--- src/rtl/sq_pkg.sv ---
package sq_pkg;
  typedef enum logic [1:0] {ST_IDLE, ST_COLLECT, ST_ERASE} sq_state_e;
  localparam logic [1:0] CMD_SECT_ERASE = 2'b01;
  localparam logic [1:0] CMD_SUSPEND    = 2'b10;
endpackage

--- src/rtl/sq_window_timer.sv ---
module sq_window_timer #(
  parameter int WINDOW_CYC = 20,
  parameter int CNT_W      = $clog2(WINDOW_CYC + 1)
) (
  input  logic clk_i,
  input  logic rst_ni,
  input  logic load_i,
  input  logic run_i,
  output logic expired_o
);
  localparam logic [CNT_W-1:0] LOAD_VAL = CNT_W'(WINDOW_CYC - 1);

  logic [CNT_W-1:0] cnt_q;

  always_ff @(posedge clk_i or negedge rst_ni) begin
    if (!rst_ni)                     cnt_q <= '0;
    else if (load_i)                 cnt_q <= LOAD_VAL;
    else if (run_i && cnt_q != '0)   cnt_q <= cnt_q - 1'b1;
  end

  assign expired_o = (cnt_q == '0);

  AST_RELOAD_FULL: assert property (@(posedge clk_i) disable iff (!rst_ni)
    load_i |=> cnt_q == LOAD_VAL);
endmodule

--- src/rtl/sq_sector_map.sv ---
module sq_sector_map #(
  parameter int N_SECT = 8,
  parameter int SEC_W  = 3
) (
  input  logic              clk_i,
  input  logic              rst_ni,
  input  logic              set_i,
  input  logic [SEC_W-1:0]  set_idx_i,
  input  logic              clr_one_i,
  input  logic [SEC_W-1:0]  clr_idx_i,
  input  logic              clr_all_i,
  output logic [N_SECT-1:0] map_o,
  output logic [SEC_W-1:0]  low_idx_o,
  output logic              last_o
);
  for (genvar g = 0; g < N_SECT; g++) begin : g_bit
    always_ff @(posedge clk_i or negedge rst_ni) begin
      if (!rst_ni)                                      map_o[g] <= 1'b0;
      else if (clr_all_i)                               map_o[g] <= 1'b0;
      else if (set_i && set_idx_i == SEC_W'(g))         map_o[g] <= 1'b1;
      else if (clr_one_i && clr_idx_i == SEC_W'(g))     map_o[g] <= 1'b0;
    end
  end

  // lowest marked index wins
  always_comb begin
    low_idx_o = '0;
    for (int i = N_SECT - 1; i >= 0; i--) begin
      if (map_o[i]) low_idx_o = SEC_W'(i);
    end
  end

  assign last_o = (map_o != '0) && ((map_o & (map_o - 1'b1)) == '0);

  AST_LOW_IS_MARKED: assert property (@(posedge clk_i) disable iff (!rst_ni)
    (map_o != '0) |-> map_o[low_idx_o]);
  AST_NONE_BELOW_LOW: assert property (@(posedge clk_i) disable iff (!rst_ni)
    (map_o & ((N_SECT'(1) << low_idx_o) - 1'b1)) == '0);
endmodule

--- src/rtl/sector_erase_queue.sv ---
module sector_erase_queue
  import sq_pkg::*;
#(
  parameter int N_SECT     = 8,
  parameter int WINDOW_CYC = 20,
  localparam int SEC_W     = (N_SECT > 1) ? $clog2(N_SECT) : 1,
  localparam int CNT_W     = $clog2(WINDOW_CYC + 1)
) (
  input  logic             clk_i,
  input  logic             rst_ni,
  input  logic             cmd_valid_i,
  input  logic [1:0]       cmd_kind_i,
  input  logic [SEC_W-1:0] cmd_sector_i,
  input  logic             erase_done_i,
  output logic             window_open_o,
  output logic             busy_o,
  output logic             suspend_o,
  output logic             erase_req_o,
  output logic [SEC_W-1:0] erase_sector_o,
  output logic             erase_phase_o
);
  sq_state_e         state_q;
  logic              phase_q, susp_q;
  logic              in_idle, in_coll, in_erase;
  logic              is_se, is_susp, is_foreign;
  logic              accept, abort, expire, fin;
  logic              tmr_exp, last_sect;
  logic [N_SECT-1:0] map;
  logic [SEC_W-1:0]  low_idx;

  assign in_idle    = (state_q == ST_IDLE);
  assign in_coll    = (state_q == ST_COLLECT);
  assign in_erase   = (state_q == ST_ERASE);
  assign is_se      = cmd_valid_i && (cmd_kind_i == CMD_SECT_ERASE);
  assign is_susp    = cmd_valid_i && (cmd_kind_i == CMD_SUSPEND);
  assign is_foreign = cmd_valid_i && !is_se && !is_susp;
  assign accept     = (in_idle || in_coll) && is_se;
  assign abort      = in_coll && is_foreign;
  assign expire     = in_coll && tmr_exp && !is_se && !is_foreign;
  assign fin        = in_erase && erase_done_i && phase_q;

  sq_window_timer #(.WINDOW_CYC(WINDOW_CYC), .CNT_W(CNT_W)) u_timer (
    .clk_i     (clk_i),
    .rst_ni    (rst_ni),
    .load_i    (accept),
    .run_i     (in_coll),
    .expired_o (tmr_exp)
  );

  sq_sector_map #(.N_SECT(N_SECT), .SEC_W(SEC_W)) u_map (
    .clk_i     (clk_i),
    .rst_ni    (rst_ni),
    .set_i     (accept),
    .set_idx_i (cmd_sector_i),
    .clr_one_i (fin),
    .clr_idx_i (low_idx),
    .clr_all_i (abort),
    .map_o     (map),
    .low_idx_o (low_idx),
    .last_o    (last_sect)
  );

  always_ff @(posedge clk_i or negedge rst_ni) begin
    if (!rst_ni) begin
      state_q <= ST_IDLE;
      phase_q <= 1'b0;
      susp_q  <= 1'b0;
    end else begin
      susp_q <= in_coll && is_susp;
      unique case (state_q)
        ST_IDLE:    if (accept) state_q <= ST_COLLECT;
        ST_COLLECT: begin
          if (abort)       state_q <= ST_IDLE;
          else if (expire) state_q <= ST_ERASE;
        end
        ST_ERASE: begin
          if (erase_done_i) phase_q <= ~phase_q;
          if (fin && last_sect) state_q <= ST_IDLE;
        end
        default: state_q <= ST_IDLE;
      endcase
    end
  end

  assign window_open_o  = in_coll;
  assign busy_o         = !in_idle;
  assign suspend_o      = susp_q;
  assign erase_req_o    = in_erase;
  assign erase_sector_o = low_idx;
  assign erase_phase_o  = phase_q;

  AST_IDLE_EMPTY: assert property (@(posedge clk_i) disable iff (!rst_ni)
    in_idle |-> (map == '0));
  AST_ABORT_FLUSH: assert property (@(posedge clk_i) disable iff (!rst_ni)
    abort |=> (!window_open_o && !busy_o && map == '0));
  AST_NO_REQ_IN_WINDOW: assert property (@(posedge clk_i) disable iff (!rst_ni)
    window_open_o |-> !erase_req_o);
  AST_SUSP_KEEPS_SET: assert property (@(posedge clk_i) disable iff (!rst_ni)
    (in_coll && is_susp) |=> (map == $past(map)));
  AST_REQ_HOLD: assert property (@(posedge clk_i) disable iff (!rst_ni)
    (erase_req_o && !erase_done_i) |=>
      (erase_req_o && $stable(erase_sector_o) && $stable(erase_phase_o)));
  AST_ERASE_IGNORES_CMD: assert property (@(posedge clk_i) disable iff (!rst_ni)
    (in_erase && !erase_done_i) |=> $stable(map));
  AST_REQ_IMPLIES_BUSY: assert property (@(posedge clk_i) disable iff (!rst_ni)
    erase_req_o |-> busy_o);
endmodule

--- config.mk ---
export PLATFORM = sky130hd
export DESIGN_NAME = sector_erase_queue
export DESIGN_NICKNAME = d
export VERILOG_FILES = /design/src/rtl/sq_pkg.sv /design/src/rtl/sq_window_timer.sv /design/src/rtl/sq_sector_map.sv /design/src/rtl/sector_erase_queue.sv
export SDC_FILE = /design/constraint.sdc
export NUM_CORES = 1
export LEC_CHECK = 0
export BUFFER_PORTS_ARGS = -buffer_cell sky130_fd_sc_hd__buf_2
export CELL_PAD_IN_SITES_DETAIL_PLACEMENT = 1
export CELL_PAD_IN_SITES_GLOBAL_PLACEMENT = 1
export CORE_ASPECT_RATIO = 1.25
export CORE_MARGIN = 1.5
export CORE_UTILIZATION = 45
export DETAILED_ROUTE_END_ITERATION = 8
export HOLD_SLACK_MARGIN = 0.08
export MAX_ROUTING_LAYER = met4
export PLACE_DENSITY = 0.79
export SYNTH_ARGS = -nofsm -noshare
export SYNTH_HDL_FRONTEND = slang
export SYNTH_SLANG_ARGS = --single-unit
--- constraint.sdc ---
create_clock -name clk_i -period 5.3 [get_ports clk_i]
set_clock_uncertainty 0.1 [all_clocks]
set_input_delay 1.325 -clock clk_i [delete_from_list [all_inputs] [get_ports clk_i]]
set_output_delay 1.325 -clock clk_i [all_outputs]
set_load 0.005 [all_outputs]
==> metrics.md <==
| Metric | Value |
|---|---|
| Status | `complete, no violations` |
| Die H | `58.4 um` |
| Synth top area share | `38.5%` |
| Pre-CTS setup slack | `2.60 ns` |
| Crit start category | `register` |
| Worst r2r src | `u_timer.cnt_q[0]$_DFFE_PN0P_` |
| Critical-path top delay cell | `dfrtp_1` |
| HP Class | `reg2reg` |
| Clock share of power | `13.9%` |
| IO Pins | `17` |
| RSZ-0062 raised after global routing | `no` |
| Fmax achieved | `332 MHz` |
| PnR Total Power | `0.492 mW` |
| Post-CTS Resized | `0` |
| Routability congestion estimate | `0.883` |
| Pins Over Slew Limit | `0` |
| Residual DRC count | `0` |
| Initial drt markers | `8` |
| Tot GR Track Use | `22.5%` |
| Area occupied by multi-input gates | `634 um2` |
| CP Capture Type | `output port` |
| CTS tree | `yes` |
| FF+latch area | `425 um2` |
| VDD IR max | `0.280 mV` |
| Cells after Synth | `123` |
| Worst slew margin | `62.8%` |
| Worst-Margin Slew | `0.558 ns` |
| Worst hold slack | `0.423 ns` |
| Min-Delay Startpoint | `erase_phase_o$_DFFE_PN0P_` |
| Pwr Density | `403 nW/um2` |
| Met3 usage | `2.15%` |
| Sequential share of power | `44.6%` |
| Antenna cells | `0` |
| Core box area | `2260 um2` |
| CTS clk-pin slew, worst paths | `0.09 ns` |
| Die width | `47.3 um` |
| # hold bufs at CTS | `0` |
| Post-route setup TNS | `0 ns` |
| Layout area overhead | `10.5%` |
| Drt total wl | `2650 um` |
| Die area | `2760 um2` |
| Post-synthesis sequential element count | `17` |
| Max incr delay on CP | `0.45 ns` |
| Number of global-route vias before repair | `1018` |
| Met2 usage | `39.0%` |
| Post-DR wirelength/cell | `15.7 um` |
| Fill count | `293` |
| Crit path max-delay family | `flip-flops` |
| Unique masters post-synth | `41` |
| CTS Buf Count | `3` |
| Largest area contributor in the netlist | `dfrtp_1` |
| Final Setup Violations | `0` |
| DRT antenna net count | `0` |
| PortBufs | `16` |
| Top post-synthesis cells by count | `17 x dfrtp_1, 11 x nor2_1, 10 x a21oi_1, 9 x nand2_1` |
| Initial antenna violation count | `0` |
| Switching Share | `40.5%` |
| Final period util | `56.8%` |
| Worst skew pair latency | `0.29 ns` |
| Setup CP Type | `reg2out` |
| Ys flop type | `dfrtp_1` |
| Top fanout value on the critical path | `6` |
| Deepest clock path buffer count | `2` |
| Post-route setup slack | `2.29 ns` |
| Global Route met1 Usage | `26.2%` |
| Start point of the critical path | `u_map.map_o[7]$_DFFE_PN0P_` |
| Syn Std Cell Area | `1100 um2` |
| DRT Pass-1 Iters | `4` |
| Post-synth net total | `134` |
| Largest net degree at the start of global routing | `18` |
| Crit path required time | `3.88 ns` |
| Synth async-reset ratio | `100%` |
| Avg Cell Area, Syn | `8.98 um2` |
| TritonCTS Sinks | `17` |
| Int Power | `0.293 mW` |
| Fin cells | `169` |
| CP cell instances | `nor2b_1 > o21ai_0 > and2_1 > a21oi_1 > buf_2` |
| Nets | `150` |
| Most common cell in the netlist | `dfrtp_1` |
| DR vias | `992` |
| Starting Density | `48.9%` |
| FP Rows | `19` |
| Yosys warns | `0` |
| Overflow after GRT | `0` |
| CP Data Arrival Time | `1.59 ns` |
| Grt peak-use layer | `met2` |
| Sw Pwr | `0.199 mW` |
| Postcts setup bufs | `0` |
| Standby leakage power | `0.542 nW` |
| Worst Path Buf+Inv | `1` |
| Register area share after synthesis | `38.5%` |
| First-pass GRT wire length | `4510 um` |
| Vias per cell | `5.87` |
| Area contributors post-synth | `dfrtp_1 39%, a21oi_1 4.5%, nor2_1 3.7%, nand3_1 3.2%, o21ai_0 3.2%` |
| DP Cell Count | `165` |
| DP HPWL | `2060 um` |
| Comb power frac | `41.5%` |
| Max Cap Viol | `0` |
| Final Hold Fails | `0` |
| Fin crit period | `3.01 ns` |
| Share of layout cells above drive strength 1 | `17.4%` |
| Root Buffer | `clkbuf_4` |
| CTS H-tree lvls | `1` |
| EDFF count, synth | `0` |
[final timing paths]
check / cells after the start / slack [ns] / to
max: 5 / 2.29 / erase_sector_o[0]
max in group asynchronous: 1 / 3.96 / u_map.map_o[2]$_DFFE_PN0P_
min reg2reg: 1 / 0.42 / erase_phase_o$_DFFE_PN0P_
min: 1 / 0.42 / erase_phase_o$_DFFE_PN0P_
max reg2reg: 6 / 3.43 / state_q[1]$_DFFE_PN0P_
min in group asynchronous: 1 / 0.85 / u_timer.cnt_q[1]$_DFFE_PN0P_
[layout by cell type, fill, tap and decap left out, types with 2 or more instances in the layout]
master	Yosys	layout
nand2_1	9	9
and2_1	2	2
and4b_1	2	2
ha_1	2	2
nor3_1	3	3
inv_1	4	4
xor2_1	3	3
a21oi_1	10	10
nor2_1	11	11
dfrtp_1	17	17
xnor2_1	4	4
nor2b_1	5	5
nand3_1	7	7
a311oi_1	3	3
clkbuf_4	0	3
nand3b_1	2	2
nor3b_1	2	2
and3_1	2	2
nand2b_1	2	2
o21ai_0	7	7
buf_2	3	16
nand4_1	3	3
[area by class of cell]
cell class	count	share of cell area, %
clock inverters	1	0.410
clock buffers	3	1.84
well taps	31	3.18
inverters	4	1.23
multi-input cells	97	51.9
repair buffers	16	6.56
flip-flops and latches	17	34.8
[per-stage QoR]
stage / instance area [um2] / util, %
2_1_floorplan: 1100 / -
3_3_place_gp: 1190 / 52.9
3_5_place_dp: 1190 / 52.9
4_1_cts: 1220 / 54.1
5_1_grt: 1220 / 54.1
6_report: 1220 / 54.1
[worst register-to-register path, cell delays in order, from the launching register on]
cell	delay, ns
dfrtp_1	0.39
inv_1	0.11
ha_1	0.15
or4b_1	0.55
a21oi_1	0.17
a21oi_1	0.10
a41oi_1	0.21
[sequential cells by signal, indices dropped and copies added (netlist names)]
name / flops
u_map.map_o: 8
state_q: 2
u_timer.cnt_q: 5
erase_phase_o: 1
suspend_o: 1
[power groups by stage]
stage / combinational (mW) / clock (mW) / sequential, mW
detailed placement: 0.205 / 0 / 0.221
CTS: 0.206 / 0.0712 / 0.219
global placement: 0.198 / 0 / 0.220
floorplan: 0.171 / 0 / 0.195
global route: 0.231 / 0.0768 / 0.226
finish: 0.204 / 0.0683 / 0.219
[logic make-up (layout without fill, tap and decap cells)]
kind of cell | after synthesis | after routing | share of synthesized area, %
adders and majority gates | 3 | 3 | 3.17
and+or+nand+nor | 57 | 57 | 30.6
xor gates and xnor gates | 7 | 7 | 5.55
buffers and inverters | 9 | 24 | 4.08
AOI/OAI and AO/OA | 30 | 30 | 18.1
DFF | 17 | 17 | 38.5
[metal layers]
metal	part of all wire, %	vias up
li1	-	486
met1	44	490
met3	1.5	4
met2	53	12
met4	1.1	0
met5	0	-
Note: power is estimated with default switching activity, not from simulation.
